$ cat config.mk
export PLATFORM = sky130hd
export DESIGN_NAME = rx_throttle
export DESIGN_NICKNAME = d
export VERILOG_FILES = /design/src/rtl/rx_throttle_pkg.sv /design/src/rtl/thr_trig_dec.sv /design/src/rtl/thr_bp_timer.sv /design/src/rtl/thr_pause_unit.sv /design/src/rtl/rx_throttle.sv
export SDC_FILE = /design/constraint.sdc
export NUM_CORES = 1
export LEC_CHECK = 0
export BUFFER_PORTS_ARGS = -buffer_cell sky130_fd_sc_hd__buf_2
export CORE_ASPECT_RATIO = 1.75
export CORE_MARGIN = 2
export CORE_UTILIZATION = 25
export CTS_BUF_LIST = sky130_fd_sc_hd__clkbuf_4
export DETAILED_ROUTE_END_ITERATION = 8
export GPL_TIMING_DRIVEN = 1
export PLACE_DENSITY = 0.39
export SLEW_MARGIN = 30
export SYNTH_ARGS = -nofsm -noshare
export SYNTH_HDL_FRONTEND = slang
export SYNTH_SLANG_ARGS = --single-unit
$ cat constraint.sdc
create_clock -name clk -period 3.9 [get_ports clk]
set_input_delay 1.17 -clock clk [delete_from_list [all_inputs] [get_ports clk]]
set_output_delay 1.17 -clock clk [all_outputs]
set_load 0.02 [all_outputs]
$ cat src/rtl/rx_throttle_pkg.sv
package rx_throttle_pkg;

  // longest duration in tenths of a microsecond (code 15 at 10 Mb/s)
  localparam int unsigned MAX_TENTHS = 6022;

  typedef struct packed {
    logic qual_en;  // common enable for address-qualified triggers
    logic fd_en;    // pause requests in full duplex
    logic hd_en;    // jam in half duplex
  } thr_mode_t;

  // jam time at 100 Mb/s, whole microseconds
  function automatic int unsigned thr_base_us(input logic [3:0] code);
    int unsigned us;
    case (code)
      4'd0:    us = 5;
      4'd1:    us = 10;
      4'd2:    us = 15;
      4'd3:    us = 25;
      4'd4:    us = 50;
      default: us = (int'(code) - 3) * 50;
    endcase
    return us;
  endfunction

  // jam time in tenths of a microsecond, slow link adds 2.2 us
  function automatic int unsigned thr_tenths(input logic [3:0] code,
                                             input logic spd100);
    return thr_base_us(code) * 10 + (spd100 ? 0 : 22);
  endfunction

  function automatic int unsigned thr_cycles(input logic [3:0] code,
                                             input logic spd100,
                                             input int unsigned clk_mhz);
    return (thr_tenths(code, spd100) * clk_mhz) / 10;
  endfunction

endpackage

$ cat src/rtl/thr_trig_dec.sv
module thr_trig_dec
  import rx_throttle_pkg::*;
#(
  parameter int LVL_W = 12
) (
  input  logic             clk,
  input  logic             rst_n,
  input  logic [LVL_W-1:0] rx_level,
  input  logic [LVL_W-1:0] rx_thresh,
  input  logic             pre_ok,
  input  logic             addr_hit,
  input  logic             full_dup,
  input  logic             any_frame,
  input  logic [2:0]       mode_en,
  input  logic             bp_busy,
  input  logic             pause_pend,
  input  logic             pause_armed,
  output logic             level_hit,
  output logic             dup_chg,
  output logic             bp_start,
  output logic             pause_start
);

  thr_mode_t mode;
  logic      dup_q;
  logic      hd_qual;
  logic      fd_qual;

  assign mode = thr_mode_t'(mode_en);

  always_ff @(posedge clk or negedge rst_n) begin
    if (!rst_n) dup_q <= 1'b0;
    else        dup_q <= full_dup;
  end

  assign level_hit = (rx_level >= rx_thresh);
  assign dup_chg   = full_dup ^ dup_q;

  // promiscuous mode overrides the enable bits and the address strobe
  always_comb begin
    if (any_frame) begin
      hd_qual = pre_ok;
      fd_qual = 1'b1;
    end else begin
      hd_qual = addr_hit & mode.hd_en & mode.qual_en;
      fd_qual = addr_hit & mode.fd_en & mode.qual_en;
    end
  end

  assign bp_start    = !full_dup && !dup_chg && level_hit && hd_qual && !bp_busy;
  assign pause_start = full_dup && !dup_chg && level_hit && fd_qual &&
                       !pause_pend && pause_armed;

endmodule

$ cat src/rtl/thr_bp_timer.sv
module thr_bp_timer
  import rx_throttle_pkg::*;
#(
  parameter int unsigned CLK_MHZ = 25,
  parameter int          CNT_W   = 14
) (
  input  logic       clk,
  input  logic       rst_n,
  input  logic       bp_start,
  input  logic       cancel,
  input  logic [3:0] dur_code,
  input  logic       spd_100,
  output logic       busy
);

  logic [CNT_W-1:0] cnt;

  always_ff @(posedge clk or negedge rst_n) begin
    if (!rst_n)            cnt <= '0;
    else if (cancel)       cnt <= '0;
    else if (bp_start)     cnt <= CNT_W'(thr_cycles(dur_code, spd_100, CLK_MHZ));
    else if (cnt != '0)    cnt <= cnt - 1'b1;
  end

  assign busy = (cnt != '0);

endmodule

$ cat src/rtl/thr_pause_unit.sv
module thr_pause_unit (
  input  logic clk,
  input  logic rst_n,
  input  logic pause_start,
  input  logic pause_ack,
  input  logic cancel,
  input  logic level_hit,
  output logic pend,
  output logic armed
);

  always_ff @(posedge clk or negedge rst_n) begin
    if (!rst_n)           pend <= 1'b0;
    else if (cancel)      pend <= 1'b0;
    else if (pause_start) pend <= 1'b1;
    else if (pause_ack)   pend <= 1'b0;
  end

  // one request per threshold crossing
  always_ff @(posedge clk or negedge rst_n) begin
    if (!rst_n)           armed <= 1'b1;
    else if (pause_start) armed <= 1'b0;
    else if (!level_hit)  armed <= 1'b1;
  end

endmodule

$ cat src/rtl/rx_throttle.sv
module rx_throttle
  import rx_throttle_pkg::*;
#(
  parameter int          LVL_W   = 12,
  parameter int unsigned CLK_MHZ = 25
) (
  input  logic             clk,
  input  logic             rst_n,
  input  logic [LVL_W-1:0] rx_level,
  input  logic [LVL_W-1:0] rx_thresh,
  input  logic             pre_ok,
  input  logic             addr_hit,
  input  logic             full_dup,
  input  logic             spd_100,
  input  logic [3:0]       dur_code,
  input  logic             any_frame,
  input  logic [2:0]       mode_en,
  input  logic             pause_ack,
  output logic             jam_o,
  output logic             pause_req_o
);

  localparam int CNT_W = $clog2(MAX_TENTHS * CLK_MHZ / 10 + 1);

  // named internal events, visible to the bound checker
  logic level_hit_w;
  logic dup_chg_w;
  logic bp_start_w;
  logic pause_start_w;
  logic bp_busy_w;
  logic pend_w;
  logic armed_w;

  thr_trig_dec #(.LVL_W(LVL_W)) u_dec (
    .clk         (clk),
    .rst_n       (rst_n),
    .rx_level    (rx_level),
    .rx_thresh   (rx_thresh),
    .pre_ok      (pre_ok),
    .addr_hit    (addr_hit),
    .full_dup    (full_dup),
    .any_frame   (any_frame),
    .mode_en     (mode_en),
    .bp_busy     (bp_busy_w),
    .pause_pend  (pend_w),
    .pause_armed (armed_w),
    .level_hit   (level_hit_w),
    .dup_chg     (dup_chg_w),
    .bp_start    (bp_start_w),
    .pause_start (pause_start_w)
  );

  thr_bp_timer #(.CLK_MHZ(CLK_MHZ), .CNT_W(CNT_W)) u_timer (
    .clk      (clk),
    .rst_n    (rst_n),
    .bp_start (bp_start_w),
    .cancel   (dup_chg_w),
    .dur_code (dur_code),
    .spd_100  (spd_100),
    .busy     (bp_busy_w)
  );

  thr_pause_unit u_pause (
    .clk         (clk),
    .rst_n       (rst_n),
    .pause_start (pause_start_w),
    .pause_ack   (pause_ack),
    .cancel      (dup_chg_w),
    .level_hit   (level_hit_w),
    .pend        (pend_w),
    .armed       (armed_w)
  );

  // the current duplex masks the outputs so a flip silences them at once
  assign jam_o       = bp_busy_w & ~full_dup;
  assign pause_req_o = pend_w & full_dup;

endmodule

==> key figures <==
Critical path
  – Crit end category: flip-flop
  – Critical Path Max Stage Delay: 0.56 ns
  – Critical Path RT: 4.15 ns
  – Arr. time, crit path: 19.18 ns
  – Kind of critical path: input port to flip-flop
  – Reg2Reg Depth: 13
  – Crit-path most repeated cell: buf_4
  – CP Max Fanout: 6
  – CP max-delay cell: or4b_4
  – Crit. Startpoint: dur_code[0]
  – Flop2flop setup slack: 0.58 ns
  – CP startpoint kind: input port
  – Worst r2r src: u_timer.cnt[0]
  – R2R Path End: u_timer.cnt[3]

Detailed routing
  – # DRC: 0
  – Antenna Violating Nets Remaining: 0
  – Vias: 15.62k
  – Wire per inst: 15.84 µm
  – DRT iter0 DRCs: 505
  – TritonRoute pass-1 iters: 5
  – Vias per cell: 5.079
  – Final WL: 48.72 mm

Min path
  – Hold Crit Class: flip-flop to flip-flop
  – Worst hold path endpoint: u_pause.armed
  – HP Start: u_pause.armed
  – Hold Path Depth: 1

CTS
  – # H-tree levels: 1
  – Post-CTS Hold Fix Bufs: 0
  – CTS Buf Count: 3
  – TritonCTS clock tree: yes
  – Root Buffer: clkbuf_4
  – Skew-Pair Late Insertion Delay: 0.31 ns
  – CTS max path bufs: 2
  – Clk slew on worst S/H paths: 0.11 ns
  – CTS Sinks: 17

Place
  – Placement Cell Area: 18750 µm²
  – DPL Wire Length: 40.80 mm
  – PortBufs: 40
  – Routability cong.: 0.8740

Global routing
  – Total grt overflow: 0
  – Initial antenna violation count: 1
  – Global-route wire length before repair: 77.97 mm
  – Largest net degree at the start of global routing: 18
  – Via count of the first global-routing pass: 16.22k
  – GRT Util Overall: 17.79%

Die
  – Core Region: 49730 µm²
  – Die H: 300.9 µm
  – Die W: 173.7 µm
  – Core Rows: 108
  – Initial core utilization: 25.33%
  – Die ar.: 52260 µm²
  – I/O Pins: 41

Yosys
  – Top_reg_cell synth: dfrtp_1
  – Register bit total from synthesis: 17
  – Compound-Gate Fraction of Synth Area: 33.67%
  – Area of the mapped netlist: 12600 µm²
  – Synth Area in XOR/XNOR: 7.698%
  – Async set-reset flop share out of synthesis: 100.0%
  – Mux cell area share after synthesis: 2.424%
  – Warnings, synthesis: 0
  – Main combinational cell family by area after synthesis: compound AO/OA/AOI/OAI gates
  – Post-synthesis cell count: 1692
  – Share of the synthesized area in the top cell type: 16.79%
  – Post-Synth Simple-Gate Area: 23.78%
  – Post-Syn Nets: 1930
  – Cell variety after synth: 125
  – Largest cells by area after synthesis: ha_1 (17%), xnor2_1 (4.9%), fa_1 (4.8%)
  – Most frequent cell after synthesis: ha_1
  – Post-synth EDFFs: 0
  – Avg Cell Area, Syn: 7.444 µm²
  – Post-synth top cells: ha_1 (169), inv_1 (140), nor2_1 (136)
  – Register area share after synthesis: 3.387%
  – Synth area leader: ha_1
  – Post-Synth Adder-Cell Area: 21.96%

Timing
  – RSZ-0062 raised after global routing: yes
  – Slew Viols, Final: 0
  – Tmin final: 18.93 ns
  – Fin. Hold Viols: 0
  – Worst-Margin Slew: 0.6179 ns
  – Final setup violating endpoints: 14
  – Clock skew: 0.0004669 ns
  – Final WS setup: -15.03 ns
  – Headroom to the max-slew limit: 58.51%
  – Fmax: 0.05283 GHz
  – Setup tns final: -180.97 ns
  – Period utilisation layout: 485.3%
  – Hold WS: 0.5303 ns

Layout
  – Cell area after layout: 21620 µm²
  – P&R area growth vs syn: 71.65%
  – Fin util: 43.48%
  – NumNets Final: 2653
  – Layout cells sized above 1: 49.67%

Run status
  – Status: complete, but fails checks
  – Violated checks: setup timing

Run
  – Max Cap Viol: 0
## sequential cells by signal, indices dropped and copies added (netlist names)
| register | flops |
|---|---|
| u_pause.pend | 1 |
| u_timer.cnt | 14 |
| u_pause.armed | 1 |
| u_dec.dup_q | 1 |
## cells in the final DEF, fill, tap and decap left out, types with 20 or more instances in the layout
| master | n |
|---|---|
| o21a_1 | 25 |
| nand2_1 | 99 |
| buf_2 | 37 |
| ha_4 | 35 |
| nand3_1 | 48 |
| nor2_1 | 108 |
| nand4_1 | 24 |
| nor3_1 | 43 |
| fa_1 | 28 |
| a21o_1 | 31 |
| a21oi_1 | 65 |
| buf_6 | 45 |
| ha_1 | 132 |
| a21oi_2 | 24 |
| xor2_1 | 30 |
| buf_4 | 698 |
| a211oi_1 | 20 |
| o21ai_0 | 53 |
| inv_1 | 129 |
| xnor2_1 | 53 |
| o211ai_1 | 30 |
## cell type report
type	count	area, µm²
clock inverters	1	5.005
clock buffers	3	22.52
well taps	660	825.8
fillers	5135	28110
inverters	141	529.3
multi-input cells	1464	13720
diodes	1	2.502
flip-flops and latches	17	426.7
repair buffers	788	6090
## per-stage QoR
step / instances / worst slack [ns]
finish: 3075 / -15.03
CTS: 3019 / -14.87
detailed placement: 2946 / -15.97
global placement: 2946 / -15.91
floorplan: 1692 / -14.56
global route: 3075 / -15.61
## logic make-up after synthesis
logic type,after synthesis
buffers and inverters,212
AO/OA/AOI/OAI,551
flip-flops,17
multiplexers,28
AND/OR/NAND/NOR,571
XOR/XNOR,109
adder cells (fa/ha/maj),204
## critical path, delay by kind of cell
kind                     cells  cell delay (ns)
AND/OR/NAND/NOR             21             4.40
AO/OA/AOI/OAI               29             6.50
multiplexers                 3             0.77
buffers and inverters       18             2.09
XOR/XNOR                     2             0.38
adder cells (fa/ha/maj)     13             3.84
## worst max-delay path by stage
stage / slack (ns) / end
finish: -15.03 / u_timer.cnt[0]
global route: -15.61 / u_timer.cnt[0]
CTS: -14.87 / u_timer.cnt[0]
floorplan: -14.56 / u_timer.cnt[0]
global placement: -15.91 / u_timer.cnt[0]
detailed placement: -15.97 / u_timer.cnt[0]
## per-layer routing
layer	wire, µm	track usage [%]	up-vias
li1	-	-	7839
met1	17360	16.97	7506
met2	29350	39.47	191
met3	477	0.4545	83
met4	1533	5.722	0
met5	0	0	-
## what timing repair did
| item | in CTS | in global routing |
|---|---|---|
| pin swaps | 113 | 132 |
| setup buffers | 72 | 57 |
| resized for setup | 188 | 172 |
| cloned | 2 | 0 |
| setup endpoints to repair | 14 | 15 |
Power is left out: the tool's default activity adds up to more than one toggle a clock period on the data nets, which glitch-free logic cannot reach.
